==> src/rtl/hrx_pkg.sv <==
`timescale 1ns/1ps
package hrx_pkg;
    localparam int unsigned RIDX_W = 4;
    localparam int unsigned NREG = 1 << RIDX_W;
    localparam logic [RIDX_W-1:0] PC_IDX = RIDX_W'(NREG - 1);
    localparam logic [5:0] CLASS_TAG = 6'b010001;

    typedef enum logic [1:0] {
        OP_ADD = 2'b00,
        OP_CMP = 2'b01,
        OP_MOV = 2'b10,
        OP_BXC = 2'b11
    } hrx_op_e;

    typedef enum logic {
        ST_FULL    = 1'b0,
        ST_COMPACT = 1'b1
    } hrx_state_e;

    typedef struct packed {
        logic              hit;
        logic              undef;
        hrx_op_e           op;
        logic [RIDX_W-1:0] rd;
        logic [RIDX_W-1:0] rs;
    } hrx_dec_t;

    typedef struct packed {
        logic n;
        logic z;
        logic c;
        logic v;
    } hrx_flags_t;
endpackage

==> src/rtl/hrx_decode.sv <==
`timescale 1ns/1ps
module hrx_decode
    import hrx_pkg::*;
(
    input  logic        valid,
    input  logic [15:0] word,
    output hrx_dec_t    dec
);
    logic tag_ok;
    logic lo_lo;

    always_comb begin
        tag_ok    = valid && (word[15:10] == CLASS_TAG);
        lo_lo     = !word[7] && !word[6];
        dec.hit   = tag_ok;
        dec.op    = hrx_op_e'(word[9:8]);
        dec.rd    = {word[7], word[2:0]};
        dec.rs    = {word[6], word[5:3]};
        dec.undef = tag_ok && lo_lo && (word[9:8] != 2'b11);
    end
endmodule

==> src/rtl/hrx_regfile.sv <==
`timescale 1ns/1ps
module hrx_regfile
    import hrx_pkg::*;
#(
    parameter int unsigned XLEN     = 32,
    parameter int unsigned PC_AHEAD = 4
) (
    input  logic              clk,
    input  logic              rst,
    input  logic              we,
    input  logic [RIDX_W-1:0] wa,
    input  logic [XLEN-1:0]   wd,
    input  logic [RIDX_W-1:0] ra_a,
    output logic [XLEN-1:0]   rd_a,
    input  logic [RIDX_W-1:0] ra_b,
    output logic [XLEN-1:0]   rd_b,
    input  logic [RIDX_W-1:0] dbg_a,
    output logic [XLEN-1:0]   dbg_d
);
    localparam logic [XLEN-1:0] AHEAD = XLEN'(PC_AHEAD);

    logic [NREG-1:0][XLEN-1:0] rq;

    for (genvar g = 0; g < NREG; g++) begin : g_reg
        logic [XLEN-1:0] q;
        always_ff @(posedge clk) begin
            if (rst) begin
                q <= '0;
            end else if (we && (wa == RIDX_W'(g))) begin
                q <= wd;
            end
        end
        assign rq[g] = q;
    end

    function automatic logic [XLEN-1:0] opnd(input logic [RIDX_W-1:0] idx,
                                             input logic [NREG-1:0][XLEN-1:0] arr);
        if (idx == PC_IDX) begin
            return arr[PC_IDX] + AHEAD;
        end
        return arr[idx];
    endfunction

    always_comb begin
        rd_a  = opnd(ra_a, rq);
        rd_b  = opnd(ra_b, rq);
        dbg_d = rq[dbg_a];
    end
endmodule

==> src/rtl/hrx_alu.sv <==
`timescale 1ns/1ps
module hrx_alu
    import hrx_pkg::*;
#(
    parameter int unsigned XLEN = 32
) (
    input  hrx_dec_t          dec,
    input  logic [XLEN-1:0]   a,
    input  logic [XLEN-1:0]   b,
    output logic              we,
    output logic [RIDX_W-1:0] wa,
    output logic [XLEN-1:0]   wd,
    output logic              flags_we,
    output hrx_flags_t        flags_nx,
    output logic              br,
    output logic [XLEN-1:0]   br_tgt,
    output logic              st_we,
    output hrx_state_e        st_nx
);
    localparam int unsigned MSB = XLEN - 1;

    logic [XLEN-1:0] sum;
    logic [XLEN:0]   diff;
    logic [XLEN-1:0] res;

    always_comb begin
        sum      = a + b;
        diff     = {1'b0, a} - {1'b0, b};
        res      = '0;
        we       = 1'b0;
        wa       = dec.rd;
        flags_we = 1'b0;
        flags_nx = '0;
        br       = 1'b0;
        br_tgt   = '0;
        st_we    = 1'b0;
        st_nx    = ST_COMPACT;
        if (dec.hit && !dec.undef) begin
            unique case (dec.op)
                OP_ADD, OP_MOV: begin
                    res = (dec.op == OP_ADD) ? sum : b;
                    if (dec.rd == PC_IDX) begin
                        res[0] = 1'b0;
                        br     = 1'b1;
                        br_tgt = res;
                    end
                    we = 1'b1;
                end
                OP_CMP: begin
                    flags_we   = 1'b1;
                    flags_nx.n = diff[MSB];
                    flags_nx.z = (diff[MSB:0] == '0);
                    flags_nx.c = !diff[XLEN];
                    flags_nx.v = (a[MSB] != b[MSB]) && (diff[MSB] != a[MSB]);
                end
                OP_BXC: begin
                    st_we  = 1'b1;
                    st_nx  = b[0] ? ST_COMPACT : ST_FULL;
                    res    = b;
                    res[0] = 1'b0;
                    if (!b[0]) begin
                        res[1] = 1'b0;
                    end
                    br     = 1'b1;
                    br_tgt = res;
                    we     = 1'b1;
                    wa     = PC_IDX;
                end
                default: ;
            endcase
        end
        wd = res;
    end
endmodule

==> src/rtl/hrx_top.sv <==
`timescale 1ns/1ps
module hrx_top
    import hrx_pkg::*;
#(
    parameter int unsigned XLEN     = 32,
    parameter int unsigned PC_AHEAD = 4
) (
    input  logic              clk,
    input  logic              rst,
    input  logic              instr_valid,
    input  logic [15:0]       instr_word,
    input  logic [RIDX_W-1:0] dbg_sel,
    output logic [XLEN-1:0]   dbg_data,
    output logic [3:0]        flags_nzcv,
    output logic              state_compact,
    output logic              branch_taken,
    output logic [XLEN-1:0]   branch_target,
    output logic              undef_flag
);
    hrx_dec_t          dec;
    logic [XLEN-1:0]   op_a;
    logic [XLEN-1:0]   op_b;
    logic              rf_we;
    logic [RIDX_W-1:0] rf_wa;
    logic [XLEN-1:0]   rf_wd;
    logic              fl_we;
    hrx_flags_t        fl_nx;
    hrx_flags_t        fl_q;
    logic              br;
    logic [XLEN-1:0]   br_tgt;
    logic              st_we;
    hrx_state_e        st_nx;
    hrx_state_e        state_q;
    hrx_state_e        state_d;

    hrx_decode u_dec (
        .valid (instr_valid),
        .word  (instr_word),
        .dec   (dec)
    );

    hrx_regfile #(
        .XLEN     (XLEN),
        .PC_AHEAD (PC_AHEAD)
    ) u_rf (
        .clk   (clk),
        .rst   (rst),
        .we    (rf_we),
        .wa    (rf_wa),
        .wd    (rf_wd),
        .ra_a  (dec.rd),
        .rd_a  (op_a),
        .ra_b  (dec.rs),
        .rd_b  (op_b),
        .dbg_a (dbg_sel),
        .dbg_d (dbg_data)
    );

    hrx_alu #(
        .XLEN (XLEN)
    ) u_alu (
        .dec      (dec),
        .a        (op_a),
        .b        (op_b),
        .we       (rf_we),
        .wa       (rf_wa),
        .wd       (rf_wd),
        .flags_we (fl_we),
        .flags_nx (fl_nx),
        .br       (br),
        .br_tgt   (br_tgt),
        .st_we    (st_we),
        .st_nx    (st_nx)
    );

    // Condition flags
    always_ff @(posedge clk) begin
        if (rst) begin
            fl_q <= '0;
        end else if (fl_we) begin
            fl_q <= fl_nx;
        end
    end

    // Instruction-set state machine: state register
    always_ff @(posedge clk) begin
        if (rst) begin
            state_q <= ST_COMPACT;
        end else begin
            state_q <= state_d;
        end
    end

    // Instruction-set state machine: transitions
    always_comb begin
        state_d = state_q;
        unique case (state_q)
            ST_COMPACT: if (st_we && (st_nx == ST_FULL))    state_d = ST_FULL;
            ST_FULL:    if (st_we && (st_nx == ST_COMPACT)) state_d = ST_COMPACT;
            default:    state_d = ST_COMPACT;
        endcase
    end

    // Event outputs
    always_ff @(posedge clk) begin
        if (rst) begin
            branch_taken  <= 1'b0;
            branch_target <= '0;
            undef_flag    <= 1'b0;
        end else begin
            branch_taken <= br;
            undef_flag   <= dec.undef;
            if (br) begin
                branch_target <= br_tgt;
            end
        end
    end

    assign flags_nzcv    = fl_q;
    assign state_compact = (state_q == ST_COMPACT);
endmodule

==> config.mk <==
export PLATFORM = sky130hd
export DESIGN_NAME = hrx_top
export DESIGN_NICKNAME = d
export VERILOG_FILES = /design/src/rtl/hrx_pkg.sv /design/src/rtl/hrx_decode.sv /design/src/rtl/hrx_regfile.sv /design/src/rtl/hrx_alu.sv /design/src/rtl/hrx_top.sv
export SDC_FILE = /design/constraint.sdc
export NUM_CORES = 2
export LEC_CHECK = 0
export BUFFER_PORTS_ARGS = -buffer_cell sky130_fd_sc_hd__buf_2
export CAP_MARGIN = 20
export CORE_UTILIZATION = 65
export CTS_BUF_LIST = sky130_fd_sc_hd__clkbuf_8
export CTS_CLUSTER_DIAMETER = 40
export DETAILED_ROUTE_END_ITERATION = 8
export PLACE_DENSITY = 0.82
export SYNTH_ARGS = -nofsm -noshare
export SYNTH_HDL_FRONTEND = slang
export SYNTH_SLANG_ARGS = --single-unit
==> constraint.sdc <==
create_clock -name clk -period 6.2 [get_ports clk]
set_input_delay 0.62 -clock clk [delete_from_list [all_inputs] [get_ports clk]]
set_output_delay 0.62 -clock clk [all_outputs]
set_load 0.02 [all_outputs]
After elaboration in Yosys (flattened, before gate mapping)
Index checks and enable logic that the tools add are counted.

word-level totals
  flip-flop bits (word level) = 551
  input bits = 23
  output and inout port bits = 71
  logic and storage cells = 127

operators by class
  $add $sub $neg = 3
  order comparisons = 3
  equality and inequality tests = 24
  multiplexer cells = 38
  bitwise gates (word level) = 2
  reduce and logical (&&, ||, !) cells = 33

operators by type and width
  kind                                                                  count
  32-bit binary-select mux with 4-bit select                            3
  32-bit two-way mux                                                    11
  32-bit case mux with 2 select lines                                   2
  4-bit == test, second input constant                                  10
  32-bit by 32-bit subtractor with 33-bit output                        1
  32-bit by 3-bit adder with 32-bit output, second input constant       1
  32-bit adder                                                          1
  32-bit zero test                                                      1
  1-bit logical AND                                                     24
  4-bit by 3-bit == test with 1-bit output, second input constant       4
  1-bit two-way mux                                                     16
  4-bit two-way mux                                                     4
  4-bit by 5-bit < comparator with 1-bit output, second input constant  3
  4-bit by 2-bit == test with 1-bit output, second input constant       2
  6-bit by 5-bit == test with 1-bit output, second input constant       1
  2-bit == test, second input constant                                  2
  4-bit by 1-bit == test with 1-bit output, second input constant       1
  1-bit zero test                                                       4
  4-bit zero test                                                       1
  1-bit case mux with 2 select lines                                    2
  3-bit OR reduction                                                    1
  2-bit by 1-bit == test with 1-bit output, second input constant       1
  2-bit zero test                                                       1
  1-bit inequality test                                                 2
  other kinds (3)                                                       4

Depth between registers and ports, before layout
  depth in word-level cells = 11
  gate-level depth with buffers = 25
  gate-level depth less buffers = 19

By module
A second synthesis with hierarchy kept.

second synthesis, totals
  cell total of the unflattened synthesis = 4130
  area total of the unflattened synthesis = 35880.7 um^2

modules (own cells, without submodules)
  module       times used  cells each  area each (um^2)  sequential area each (um^2)
  hrx_regfile  1           3277        29903.7           10249.8
  hrx_alu      1           712         4451.8            0.0
  hrx_top      1           124         1397.6            780.7
  hrx_decode   1           17          127.6             0.0

Least setup slack after synthesis
No wires, ideal clock.

  path kind = input to register
  from = input port instr_word[0]
  to = register fl_q, in the netlist flags_nzcv[2]
  arrival time = 5413 ps
  required time = 6108 ps
  slack = 695 ps
  cell stages on the path = 19
  path through = buf_2 > buf_2 > buf_1 > clkbuf_1 > mux4_2 > o211ai_1 > o221ai_1 > ha_1 > buf_2 > nor4_1 > inv_1 > a31oi_1 > nor3_1 > a211oi_1 > nand4_1 > or4_1 > nor4_1 > nand4_1 > o32ai_1

between the ends
  cells in the longest elaborated chain, start to end = 7

ends and longest elaborated chain
  element                                                                               line                                  source
  start: declaration                                                                    hrx_top.sv:11                         input logic [15:0] instr_word,
  32-bit binary-select mux with 4-bit select / 4-bit == test (equally long branches)    hrx_regfile.sv:41, hrx_regfile.sv:38
  32-bit two-way mux (not written as such) / 1-bit two-way mux (equally long branches)  hrx_regfile.sv:41, hrx_regfile.sv:38
  32-bit two-way mux *                                                                  hrx_regfile.sv:41                     return arr[idx];
  32-bit by 32-bit subtractor with 33-bit output *                                      hrx_alu.sv:28                         diff = {1'b0, a} - {1'b0, b};
  32-bit zero test *                                                                    hrx_alu.sv:52                         flags_nx.z = (diff[MSB:0] == '0);
  4-bit two-way mux *                                                                   hrx_alu.sv:39                         unique case (dec.op)
  4-bit two-way mux *                                                                   hrx_alu.sv:38                         if (dec.hit && !dec.undef) begin
  end signal: assignment                                                                hrx_top.sv:81                         fl_q <= fl_nx;
  end: declaration                                                                      hrx_top.sv:28                         hrx_flags_t fl_q;

Every way passes the cells marked *; elsewhere a longest branch is shown, timed or not. The select of a mux whose other input is x is not followed.
A chain may end at the register's enable or synchronous reset.

Final worst setup path
  from = register u_rf.g_reg[15].q[3]
  to = register fl_q, in the netlist flags_nzcv[2]

between the ends
  cells in the longest elaborated chain, start to end = 7

ends and longest elaborated chain
  element                                                                                                        line                                  source
  start: declaration                                                                                             hrx_regfile.sv:25                     logic [XLEN-1:0] q;
  start signal: assignment                                                                                       hrx_regfile.sv:30                     q <= wd;
  32-bit by 3-bit adder with 32-bit output / 32-bit binary-select mux with 4-bit select (equally long branches)  hrx_regfile.sv:39, hrx_regfile.sv:41
  32-bit two-way mux, on equally long branches                                                                   hrx_regfile.sv:38, hrx_regfile.sv:41
  32-bit two-way mux                                                                                             hrx_regfile.sv:41
  32-bit by 32-bit subtractor with 33-bit output *                                                               hrx_alu.sv:28
  32-bit zero test *                                                                                             hrx_alu.sv:52
  4-bit two-way mux *                                                                                            hrx_alu.sv:39
  4-bit two-way mux *                                                                                            hrx_alu.sv:38

Marked as above.

==> results by group <==
Setup path
  – Largest delay share family, worst path: simple AND/OR/NAND/NOR gates
  – CP Cell Sequence: ha_1 -> nand3_1 -> nand2b_1 -> nor3b_2 -> buf_4 -> nand3_1 -> xnor2_1 -> a221o_1 -> ha_2 -> nor4_4 -> or2_2 -> o32ai_1 -> a2111oi_0 -> nand4_1 -> or4_1 -> nor4_1 -> nand4_1 -> o32ai_1
  – CP Buf/Inv Count: 1
  – WP data arrival: 6.62 ns
  – Critical path class: flip-flop to flip-flop
  – CP max stage delay: 0.50 ns
  – CP endpoint kind: flip-flop
  – Startpoint Class: flip-flop
  – Worst Path Max Fanout: 13
  – Critical path's slowest cell: a2111oi_0
  – Req. time, crit path: 6.86 ns

Yosys
  – Commonest cells in the netlist: 713 x nand2_1, 550 x dfxtp_1, 394 x a21oi_1
  – Yosys reg bits: 550
  – Cell Area, Synth: 36400 um2
  – Syn avg cell area: 9.46 um2
  – Main synth FF type: dfxtp_1
  – Number of synthesized flops with an enable pin: 0
  – Synth area leader: dfxtp_1
  – Sequential cell area fraction in the yosys report: 0.303
  – Cells after Synth: 3847
  – Synthesized net count: 3936
  – Synth Warn #: 0
  – Unique masters post-synth: 97
  – Largest cells by area after synthesis: dfxtp_1 30%, mux4_2 23%, nand2_1 7.4%
  – Most common cell in the synthesized netlist: nand2_1
  – Yosys top cell area share: 0.303
  – Synth async-reset ratio: 0

Outcome
  – Failing checks: DRC
  – Outcome: finished, violations left

Clock network
  – Root buf cell: clkbuf_8
  – Clk Latency, worst-skew pair: 0.76 ns
  – Clk slew on worst S/H paths: 0.06 ns
  – # hold bufs at CTS: 0
  – TritonCTS clock tree: done
  – CTS Buf Count: 100
  – Worst-case clock buffer depth: 3
  – Number of setup buffers added after CTS: 0
  – TritonCTS Sinks: 550
  – H-tree Lvls: 3

Timing
  – Setup Viol. Count Final: 0
  – Worst-margin pin slew: 1.29 ns
  – Final Max Tran Viols: 0
  – RSZ-0062 raised after global routing: false
  – Sum of negative setup slack: 0 ns
  – Max frequency: 168 MHz
  – Max transition margin: 0.137
  – Min Hold Slack: 0.405 ns
  – Final Skew: 0.0452 ns
  – Crit share post-route: 0.962
  – Hold Vio Cnt, Final: 0
  – Fin crit period: 5.97 ns

Place
  – I/O Buffers: 92
  – Detailed placement HPWL: 86.7 mm
  – GPL Wtd Cong: 1.00

Layout
  – Share of layout cells above drive strength 1: 0.227
  – Layout area overhead: 8.77%
  – Final net count: 3904
  – Fill cell count: 3923

Global route
  – Met2 GRT Util: 0.647
  – Largest net degree at the start of global routing: 207
  – Initial antenna violation count: 6
  – Grt ovf: 0
  – M3 GR Usage: 0.242
  – Grt met1 use: 0.569
  – First-pass GRT wire length: 199 mm
  – GRT Overall Usage: 0.468
  – Via count of the first global-routing pass: 32800
  – Most Crowded Layer GR: met2

Flow run
  – Max Cap Viol: 0

Die
  – Number of core rows: 86
  – Die area: 56900 um2
  – Die width: 239 um
  – Starting density of the core: 0.659
  – Top Ports: 94
  – Core area: 55200 um2
  – Die H: 239 um

Routing
  – Final WL: 134 mm
  – Detailed-route via count: 34600
  – DR vias/cell: 7.45
  – DR DRC count: 16
  – Final ANT Viol Nets: 0
  – Drt pass-1 iters: 9
  – Initial DRC count: 7011
  – Mean routed wirelength per cell: 28.8 um

Pwr
  – Power per cell area: 206 nW/um2
  – Leakage: 14.0 nW
  – Worst VDD drop: 0.166 mV

Min path
  – Worst hold path type: input pin to flip-flop
-- layout make-up --
class,count,area (um2),share of cell area
clock buffer,120,1650,0.0417
clock inverter,61,573,0.0145
tap,748,936,0.0237
sequential,550,11000,0.278
timing repair buffer,240,1830,0.0462
antenna,6,15.0,0.000380
multi-input combinational,2847,23300,0.588
inverter,76,285,0.00721
-- metal layers --
| metal | up-vias | share of wire | routed length (um) |
|---|---|---|---|
| li1 | 14200 | - | - |
| met5 | - | 0.0021 | 277 |
| met1 | 16300 | 0.33 | 43800 |
| met4 | 10 | 0.078 | 10400 |
| met3 | 858 | 0.19 | 24800 |
| met2 | 3211 | 0.41 | 54500 |
-- cell families (layout without fill, tap and decap cells) --
family	count (synthesis)	in the layout	share of synthesized area
flip-flops	550	550	0.303
other	1	7	0.000103
adder cells (fa/ha/maj)	66	66	0.0231
AND/OR/NAND/NOR	1295	1295	0.155
multiplexers	486	486	0.280
AO/OA/AOI/OAI	942	942	0.165
XOR/XNOR	57	57	0.0137
buffers and inverters	450	497	0.0604
-- per-stage QoR --
stage / area, um2 / util / power (W) / instances / setup WS (ns)
after floorplan: 36400 / - / 0.00414 / 3847 / 0.695
after global placement: 37200 / 0.674 / 0.00434 / 4455 / 0.138
after detailed placement: 37200 / 0.674 / 0.00434 / 4456 / 0.131
after CTS: 39500 / 0.715 / 0.00810 / 4637 / 0.335
after global routing: 39500 / 0.716 / 0.00833 / 4642 / 0.0468
final: 39600 / 0.717 / 0.00816 / 4648 / 0.235
-- path summary, 6_finish.rpt --
check | depth (start not counted) | startpoint | slack (ns) | endpoint
min | 2 | rst | 0.41 | flags_nzcv[3]
max | 18 | u_rf.g_reg[15].q[3] | 0.23 | flags_nzcv[2]
max reg2reg | 18 | u_rf.g_reg[15].q[3] | 0.23 | flags_nzcv[2]
min reg2reg | 2 | branch_target[17] | 0.45 | branch_target[17]
-- placed cells by master (no fill, tap or decap), drive strengths merged, types with 27 or more instances in the layout --
master	n
ha	64
a21o	29
nor4	27
nand2	713
o21a	33
nor2	289
o21ai	150
nand3b	58
nand3	37
mux4	411
mux2i	51
clkbuf	123
nor3	36
a21oi	404
dfxtp	550
a211oi	150
buf	237
inv	104
xnor2	40
-- state kept, by name (all words and copies together), names as in the netlist, named ones only --
signal and count:
branch_taken 1, branch_target 31, flags_nzcv 4, u_rf.g.q 512
undef_flag 1
-- repair_timing --
action | CTS | global route
hold endpoints to repair | 0 | 0
gates resized for setup | 0 | 4
endpoints found under the setup margin | 0 | 1
-- power by group --
group	internal, W	total, W	switching [W]
clock	0.00218	0.00387	0.00168
sequential	0.00354	0.00354	0.00000115
combinational	0.000266	0.000759	0.000493
Note: power is estimated with default switching activity, not from simulation.
